$ cat src/rtl/spi_wl_pkg.sv
package spi_wl_pkg;
  // strobes from the framing control to the datapath
  typedef struct packed {
    logic shiftBit;  // take one synchronised serial bit
    logic commit;    // write the framed code into the addressed channel
  } wlStrobe_t;
endpackage

$ cat src/rtl/spi_wl_ctrl.sv
module spi_wl_ctrl
  import spi_wl_pkg::*;
#(
  parameter int FRAME_W = 10
) (
  input  logic      clk,
  input  logic      rstN,
  input  logic      ifSel,
  input  logic      spiClk,
  input  logic      spiCsN,
  output wlStrobe_t stb,
  output logic      sdoOe
);
  localparam int CNT_MAX = FRAME_W + 1;
  localparam int CNT_W   = $clog2(CNT_MAX + 1);

  // [0] first sync stage, [1] synchronised, [2] previous synchronised
  logic [2:0] clkPipe;
  logic [2:0] csPipe;
  logic [1:0] selPipe;
  logic [CNT_W-1:0] bitCnt;
  logic active, sclkRise, csRise;

  always_ff @(posedge clk or negedge rstN) begin
    if (!rstN) begin
      clkPipe <= '0;
      csPipe  <= '1;
      selPipe <= '1;
    end else begin
      clkPipe <= {clkPipe[1:0], spiClk};
      csPipe  <= {csPipe[1:0], spiCsN};
      selPipe <= {selPipe[0], ifSel};
    end
  end

  assign active   = !selPipe[1];
  assign sclkRise = clkPipe[1] && !clkPipe[2] && !csPipe[1] && active;
  assign csRise   = csPipe[1] && !csPipe[2];

  always_ff @(posedge clk or negedge rstN) begin
    if (!rstN) begin
      bitCnt <= '0;
    end else if (csRise) begin
      bitCnt <= '0;
    end else if (sclkRise && bitCnt != CNT_W'(CNT_MAX)) begin
      bitCnt <= bitCnt + 1'b1;
    end
  end

  always_comb begin
    stb          = '0;
    stb.shiftBit = sclkRise;
    stb.commit   = csRise && active && (bitCnt == CNT_W'(FRAME_W));
  end

  assign sdoOe = active && !csPipe[1];

  AST_CNT_BOUNDED: assert property (@(posedge clk) disable iff (!rstN)
    bitCnt <= CNT_W'(CNT_MAX));
  AST_COMMIT_RESTARTS: assert property (@(posedge clk) disable iff (!rstN)
    stb.commit |=> bitCnt == '0);
  AST_DISABLED_QUIET: assert property (@(posedge clk) disable iff (!rstN)
    selPipe[1] |-> !stb.shiftBit && !stb.commit && !sdoOe);
  AST_CS_HIGH_NO_SHIFT: assert property (@(posedge clk) disable iff (!rstN)
    csPipe[1] |-> !stb.shiftBit);
endmodule

$ cat src/rtl/spi_wl_datapath.sv
module spi_wl_datapath
  import spi_wl_pkg::*;
#(
  parameter int NUM_CH = 4,
  parameter int CODE_W = 8
) (
  input  logic                     clk,
  input  logic                     rstN,
  input  logic                     spiSdi,
  input  wlStrobe_t                stb,
  output logic                     sdoData,
  output logic [NUM_CH*CODE_W-1:0] wiperCodes
);
  localparam int ADDR_W  = $clog2(NUM_CH);
  localparam int FRAME_W = ADDR_W + CODE_W;
  localparam logic [CODE_W-1:0] MID_CODE = CODE_W'(1) << (CODE_W - 1);

  logic [1:0] sdiPipe;
  logic [FRAME_W-1:0] shiftReg;
  logic [ADDR_W-1:0] frameAddr;

  always_ff @(posedge clk or negedge rstN) begin
    if (!rstN) begin
      sdiPipe  <= '0;
      shiftReg <= '0;
    end else begin
      sdiPipe <= {sdiPipe[0], spiSdi};
      if (stb.shiftBit) shiftReg <= {shiftReg[FRAME_W-2:0], sdiPipe[1]};
    end
  end

  assign frameAddr = shiftReg[FRAME_W-1 -: ADDR_W];
  assign sdoData   = shiftReg[FRAME_W-1];

  for (genvar ch = 0; ch < NUM_CH; ch++) begin : gChan
    logic [CODE_W-1:0] code;
    always_ff @(posedge clk or negedge rstN) begin
      if (!rstN) begin
        code <= MID_CODE;
      end else if (stb.commit && frameAddr == ADDR_W'(ch)) begin
        code <= shiftReg[CODE_W-1:0];
      end
    end
    assign wiperCodes[ch*CODE_W +: CODE_W] = code;
  end

  AST_HOLD_WITHOUT_COMMIT: assert property (@(posedge clk) disable iff (!rstN)
    !stb.commit |=> $stable(wiperCodes));
  AST_SDO_TRAILS_SHIFT: assert property (@(posedge clk) disable iff (!rstN)
    stb.shiftBit |=> sdoData == $past(shiftReg[FRAME_W-2]));
  AST_NO_SHIFT_HOLDS_SDO: assert property (@(posedge clk) disable iff (!rstN)
    !stb.shiftBit |=> $stable(sdoData));
endmodule

$ cat src/rtl/spi_wiper_loader.sv
module spi_wiper_loader
  import spi_wl_pkg::*;
#(
  parameter int NUM_CH = 4,
  parameter int CODE_W = 8
) (
  input  logic                     clk,
  input  logic                     rstN,
  input  logic                     ifSel,
  input  logic                     spiClk,
  input  logic                     spiCsN,
  input  logic                     spiSdi,
  output logic                     sdoData,
  output logic                     sdoOe,
  output logic [NUM_CH*CODE_W-1:0] wiperCodes
);
  localparam int FRAME_W = $clog2(NUM_CH) + CODE_W;

  wlStrobe_t stb;

  spi_wl_ctrl #(.FRAME_W(FRAME_W)) ctrl_i (
    .clk(clk), .rstN(rstN), .ifSel(ifSel), .spiClk(spiClk),
    .spiCsN(spiCsN), .stb(stb), .sdoOe(sdoOe)
  );

  spi_wl_datapath #(.NUM_CH(NUM_CH), .CODE_W(CODE_W)) dp_i (
    .clk(clk), .rstN(rstN), .spiSdi(spiSdi), .stb(stb),
    .sdoData(sdoData), .wiperCodes(wiperCodes)
  );
endmodule

$ cat config.mk
export PLATFORM = sky130hd
export DESIGN_NAME = spi_wiper_loader
export DESIGN_NICKNAME = d
export VERILOG_FILES = /design/src/rtl/spi_wl_pkg.sv /design/src/rtl/spi_wl_ctrl.sv /design/src/rtl/spi_wl_datapath.sv /design/src/rtl/spi_wiper_loader.sv
export SDC_FILE = /design/constraint.sdc
export NUM_CORES = 1
export LEC_CHECK = 0
export BUFFER_PORTS_ARGS = -buffer_cell sky130_fd_sc_hd__buf_2
export CAP_MARGIN = 25
export CORE_MARGIN = 5
export CORE_UTILIZATION = 50
export DETAILED_ROUTE_END_ITERATION = 8
export PLACE_DENSITY = 0.72
export SLEW_MARGIN = 25
export SYNTH_ARGS = -nofsm -noshare
export SYNTH_HDL_FRONTEND = slang
export SYNTH_SLANG_ARGS = --single-unit
$ cat constraint.sdc
create_clock -name clk -period 2.1 [get_ports clk]
set_clock_uncertainty 0.05 [all_clocks]
set_input_delay 0 -clock clk [delete_from_list [all_inputs] [get_ports clk]]
set_output_delay 0 -clock clk [all_outputs]
set_load 0.01 [all_outputs]
Word-level counts from Yosys, hierarchy flattened --
Cells that the tools add are included.
Storage, ports and cells: bits of input ports 6, register bits after elaboration 56, word-level logic and storage cells 36
Operators by class: eq/ne operators 5, reductions and logical operators 18, $add $sub $neg 1, mux-type cells 2
Operator list (count):
- $logic_and 1x1->1 | 12
- $mux 4 | 2
- $add 4x1->4 const B | 1
- $eq 2x2->1 const B | 2
- $eq 4x4->1 const B | 1
- $logic_not 1->1 | 4
- $ne 4x4->1 const B | 1
- $eq 2x1->1 const B | 1
- $logic_not 2->1 | 1
- $reduce_bool 2->1 | 1

Longest topological paths before layout --
depth after elaboration 7, depth in mapped cells 6, depth with buffers taken out 5

Hierarchy --
A second synthesis with hierarchy kept.
Second synthesis, totals: cell total of the unflattened synthesis 127, area, all modules 2095.8 um2
By module, submodules not included:
- spi_wl_datapath | times used 1, sequential area each 1106.1 um2, area each 1627.8 um2, cells an instance 92
- spi_wl_ctrl | times used 1, sequential area each 306.5 um2, area each 467.9 um2, cells an instance 35

Least setup slack after synthesis --
Ideal clock, no wire load.
path kind reg-to-reg, from register ctrl_i.bitCnt[0], to register dp_i.gChan[0].code[0], arrival 1.723 ns, slack 0.202 ns, library setup time 0.125 ns, path buffers 1, cell stages (with the launch flop) 7, path through dfrtp_1 > inv_1 > ha_1 > and4bb_2 > or4b_1 > buf_4 > mux2_4
Between the ends: cells in the longest elaborated chain, start to end 3
Ends and longest elaborated chain:
- start, declared | line spi_wl_ctrl.sv:21 | logic [CNT_W-1:0] bitCnt;
- start signal, assigned | line spi_wl_ctrl.sv:46 | bitCnt <= bitCnt + 1'b1;
- $eq 4x4->1 | line spi_wl_ctrl.sv:53 | stb.commit = csRise && active && (bitCnt == CNT_W'(FRAME_W));
- $logic_and 1x1->1 | line spi_wl_ctrl.sv:53
- $logic_and 1x1->1 | line spi_wl_datapath.sv:40 | end else if (stb.commit && frameAddr == ADDR_W'(ch)) begin
- end signal, assigned | line spi_wl_datapath.sv:41 | code <= shiftReg[CODE_W-1:0];
- end, declared | line spi_wl_datapath.sv:36 | logic [CODE_W-1:0] code;
No other way between the ends. A chain may end at the register's enable or synchronous reset.

Worst setup path in the final report --
Same ends and word-level chain as after synthesis.

==> results.json <==
{
  "outcome": "finished clean",
  "dpl.hpwl_um": 2647,
  "die_area_um2": 5624,
  "cts_resized": 0,
  "ctsLongestPathBuffers": 2,
  "netlist_area_um2": 2112,
  "async_flop_share_pct": 100.0,
  "rr_startpoint": "ctrl_i.bitCnt[0]",
  "vdd_drop_max_mv": 0.4325,
  "grt_setup_unrepaired": "no",
  "ys_seq_area_share_pct": 66.88,
  "highest_layer": "met4",
  "num_antenna_cells": 0,
  "port_buffers": 39,
  "regArea_um2": 1413,
  "grt_pass1_vias": 1307,
  "multiInputGateArea_um2": 689.4,
  "first_iter_violations": 48,
  "finalMaxSlewViolations": 0,
  "cts_root_buf": "clkbuf_8",
  "cellPowerDensity_nw_per_um2": 720.1,
  "cp.arrival_ps": 2190,
  "core_region_area_um2": 4058,
  "maxSlewHeadroom_pct": 66.49,
  "worst-r2r-cell-count": 6,
  "synthDistinctLibCells": 22,
  "critPathLaunchType": "register",
  "synth_edf_count": 0,
  "fp.dieW_um": 74.99,
  "finalHoldViolCount": 0,
  "setup_viol": 0,
  "crit_path_end_kind": "register",
  "min_path_type": "primary input to async pin",
  "fin_crit_ps": 2050,
  "required_ps": 2240,
  "worst_pin_slew_ps": 502.7,
  "tritoncts": "built",
  "globalRouteTotalUtil_pct": 15.47,
  "antenna_found_initial": 0,
  "crit_end": "dp_i.gChan[0].code[0]",
  "dr.pass1.iters": 4,
  "htree_levels": 2,
  "row_count": 23,
  "power_leakage_uw": 0.001377,
  "syn_nets": 133,
  "drv_cap": 0,
  "route.met2.wl_um": 1954,
  "ys_ff_latch": 56,
  "fin_nets": 190,
  "routed_wl_um": 3864,
  "initial_core_util_pct": 52.05,
  "tns_ps": 0,
  "syn_inst": 125,
  "ios": 40,
  "overflow": 0,
  "synth_ff_type": "dfrtp_1",
  "r2r_slack_ps": 50,
  "postRouteAntennaNets": 0,
  "detail_route.wl_per_cell_um": 16.58,
  "grt_pass1_wl_um": 6272,
  "crit_chain": "inv_1 -> ha_1 -> and4bb_2 -> or4b_1 -> buf_4 -> mux2_4",
  "cp-startpoint": "ctrl_i.bitCnt[0]",
  "layout-drive-gt1-share_pct": 58.47,
  "grt_start_max_net_pins": 34,
  "layout_common_cells": "dfrtp_1 (47), buf_2 (39), mux2_2 (34), dfstp_2 (9)",
  "vias": 1215,
  "numCtsBuffers": 5,
  "wl_met3_um": 279,
  "cpPeakStageDelay_ps": 460,
  "clk_pin_slew_worst_paths_ps": 100,
  "met1_length_um": 1565,
  "ys_warn_count": 0,
  "place_congestion": 0.6947,
  "cts.sinks": 56,
  "dieHeight_um": 74.99,
  "layout_commonest_cell": "dfrtp_1",
  "worst_path_max_delay_cell": "or4b_1",
  "reg2reg_to": "dp_i.gChan[0].code[0]",
  "area_growth_pct": 21.15,
  "num-fill-cells": 316,
  "max_clock_freq_mhz": 487.9,
  "finalPower_uw": 1842,
  "path_class": "register to register",
  "routed_via_density": 5.215,
  "crit_fanout": 8,
  "insertion_delay_ps": 300,
  "drc": 0,
  "fin_crit_sh_pct": 97.60,
  "postSynthAreaPerCell_um2": 16.90
}
per-stage QoR:
stage	std cells	cell area [um2]	setup slack [ps]	hold WS [ps]	util (%)
detailed placement	219	2416	94.55	-51.28	59.54
CTS	232	2551	46.47	147.4	62.87
floorplan	125	2112	201.6	-345.6	-
global route	233	2559	4.823	183.4	63.06
finish	233	2559	50.39	135.2	63.06
global placement	219	2416	153.1	-66.53	59.54
cell usage after synthesis, drive strengths merged (2+ instances only):
master | count | share of area (%)
mux2i | 3 | 1.4
ha | 2 | 1.2
nor2 | 2 | 0.36
mux2 | 42 | 24
nand4b | 2 | 0.83
nand2 | 4 | 0.71
nand4 | 2 | 0.59
dfrtp | 47 | 56
dfstp | 9 | 11
buf | 2 | 0.59
worst max-delay path, delay by kind of cell (launching register included):
kind                       cells  cell delay, ps
adders and majority gates      1             140
and+or+nand+nor                2             740
buffers and inverters          2             290
DFF                            1             430
muxes                          1             300
cells by family after synthesis:
kind of cell	Yosys count	synth area share, %
compound gates	1	0.4148
mux	45	25.24
fa+ha+maj	2	1.185
flops	56	66.88
simple gates	18	5.510
buf+inv	3	0.7699
registers in the layout, indices dropped and copies added (netlist names):
signal and flops:
ctrl_i.bitCnt 4, dp_i.sdiPipe 2, dp_i.shiftReg 10, dp_i.gChan.code 32, ctrl_i.clkPipe 3, ctrl_i.selPipe 2
ctrl_i.csPipe 3
area by class of cell:
cell class,instances,share of cell area [%]
sequential,56,55.21
multi-input combinational,66,26.94
timing repair buffer,52,11.93
clock buffer,7,2.983
tap,50,2.445
clock inverter,1,0.3423
inverter,1,0.1467
where the power goes:
part	internal [uW]	leakage, uW	total (uW)	switching, uW
Clock	241	0.0000428	563	322
Sequential	1130	0.000732	1190	58.4
Combinational	50.8	0.000602	90.8	39.9
Total	1420	0.00138	1840	420
worst min-delay path by stage:
stage,from,to,depth (start not counted),slack [ps]
after floorplan,rstN,ctrl_i.bitCnt[0],0,-350
after global placement,rstN,dp_i.gChan[2].code[6],1,-70
after detailed placement,rstN,dp_i.shiftReg[7],1,-50
after CTS,rstN,dp_i.shiftReg[8],2,150
after global routing,rstN,dp_i.gChan[2].code[6],2,180
final,rstN,dp_i.gChan[2].code[6],2,140
layer usage:
| metal | up-vias | GRT usage [%] |
|---|---|---|
| met5 | - | 0 |
| met4 | 0 | 6.324 |
| met3 | 6 | 5.607 |
| met2 | 39 | 24.66 |
| met1 | 613 | 19.17 |
| li1 | 557 | - |
what timing repair did:
action,in CTS,in global routing
setup buffers,0,1
hold buffers,5,0
endpoints found under the setup margin,0,3
endpoints found under the hold margin,27,0
No activity file was read; power rests on OpenSTA's default activity.
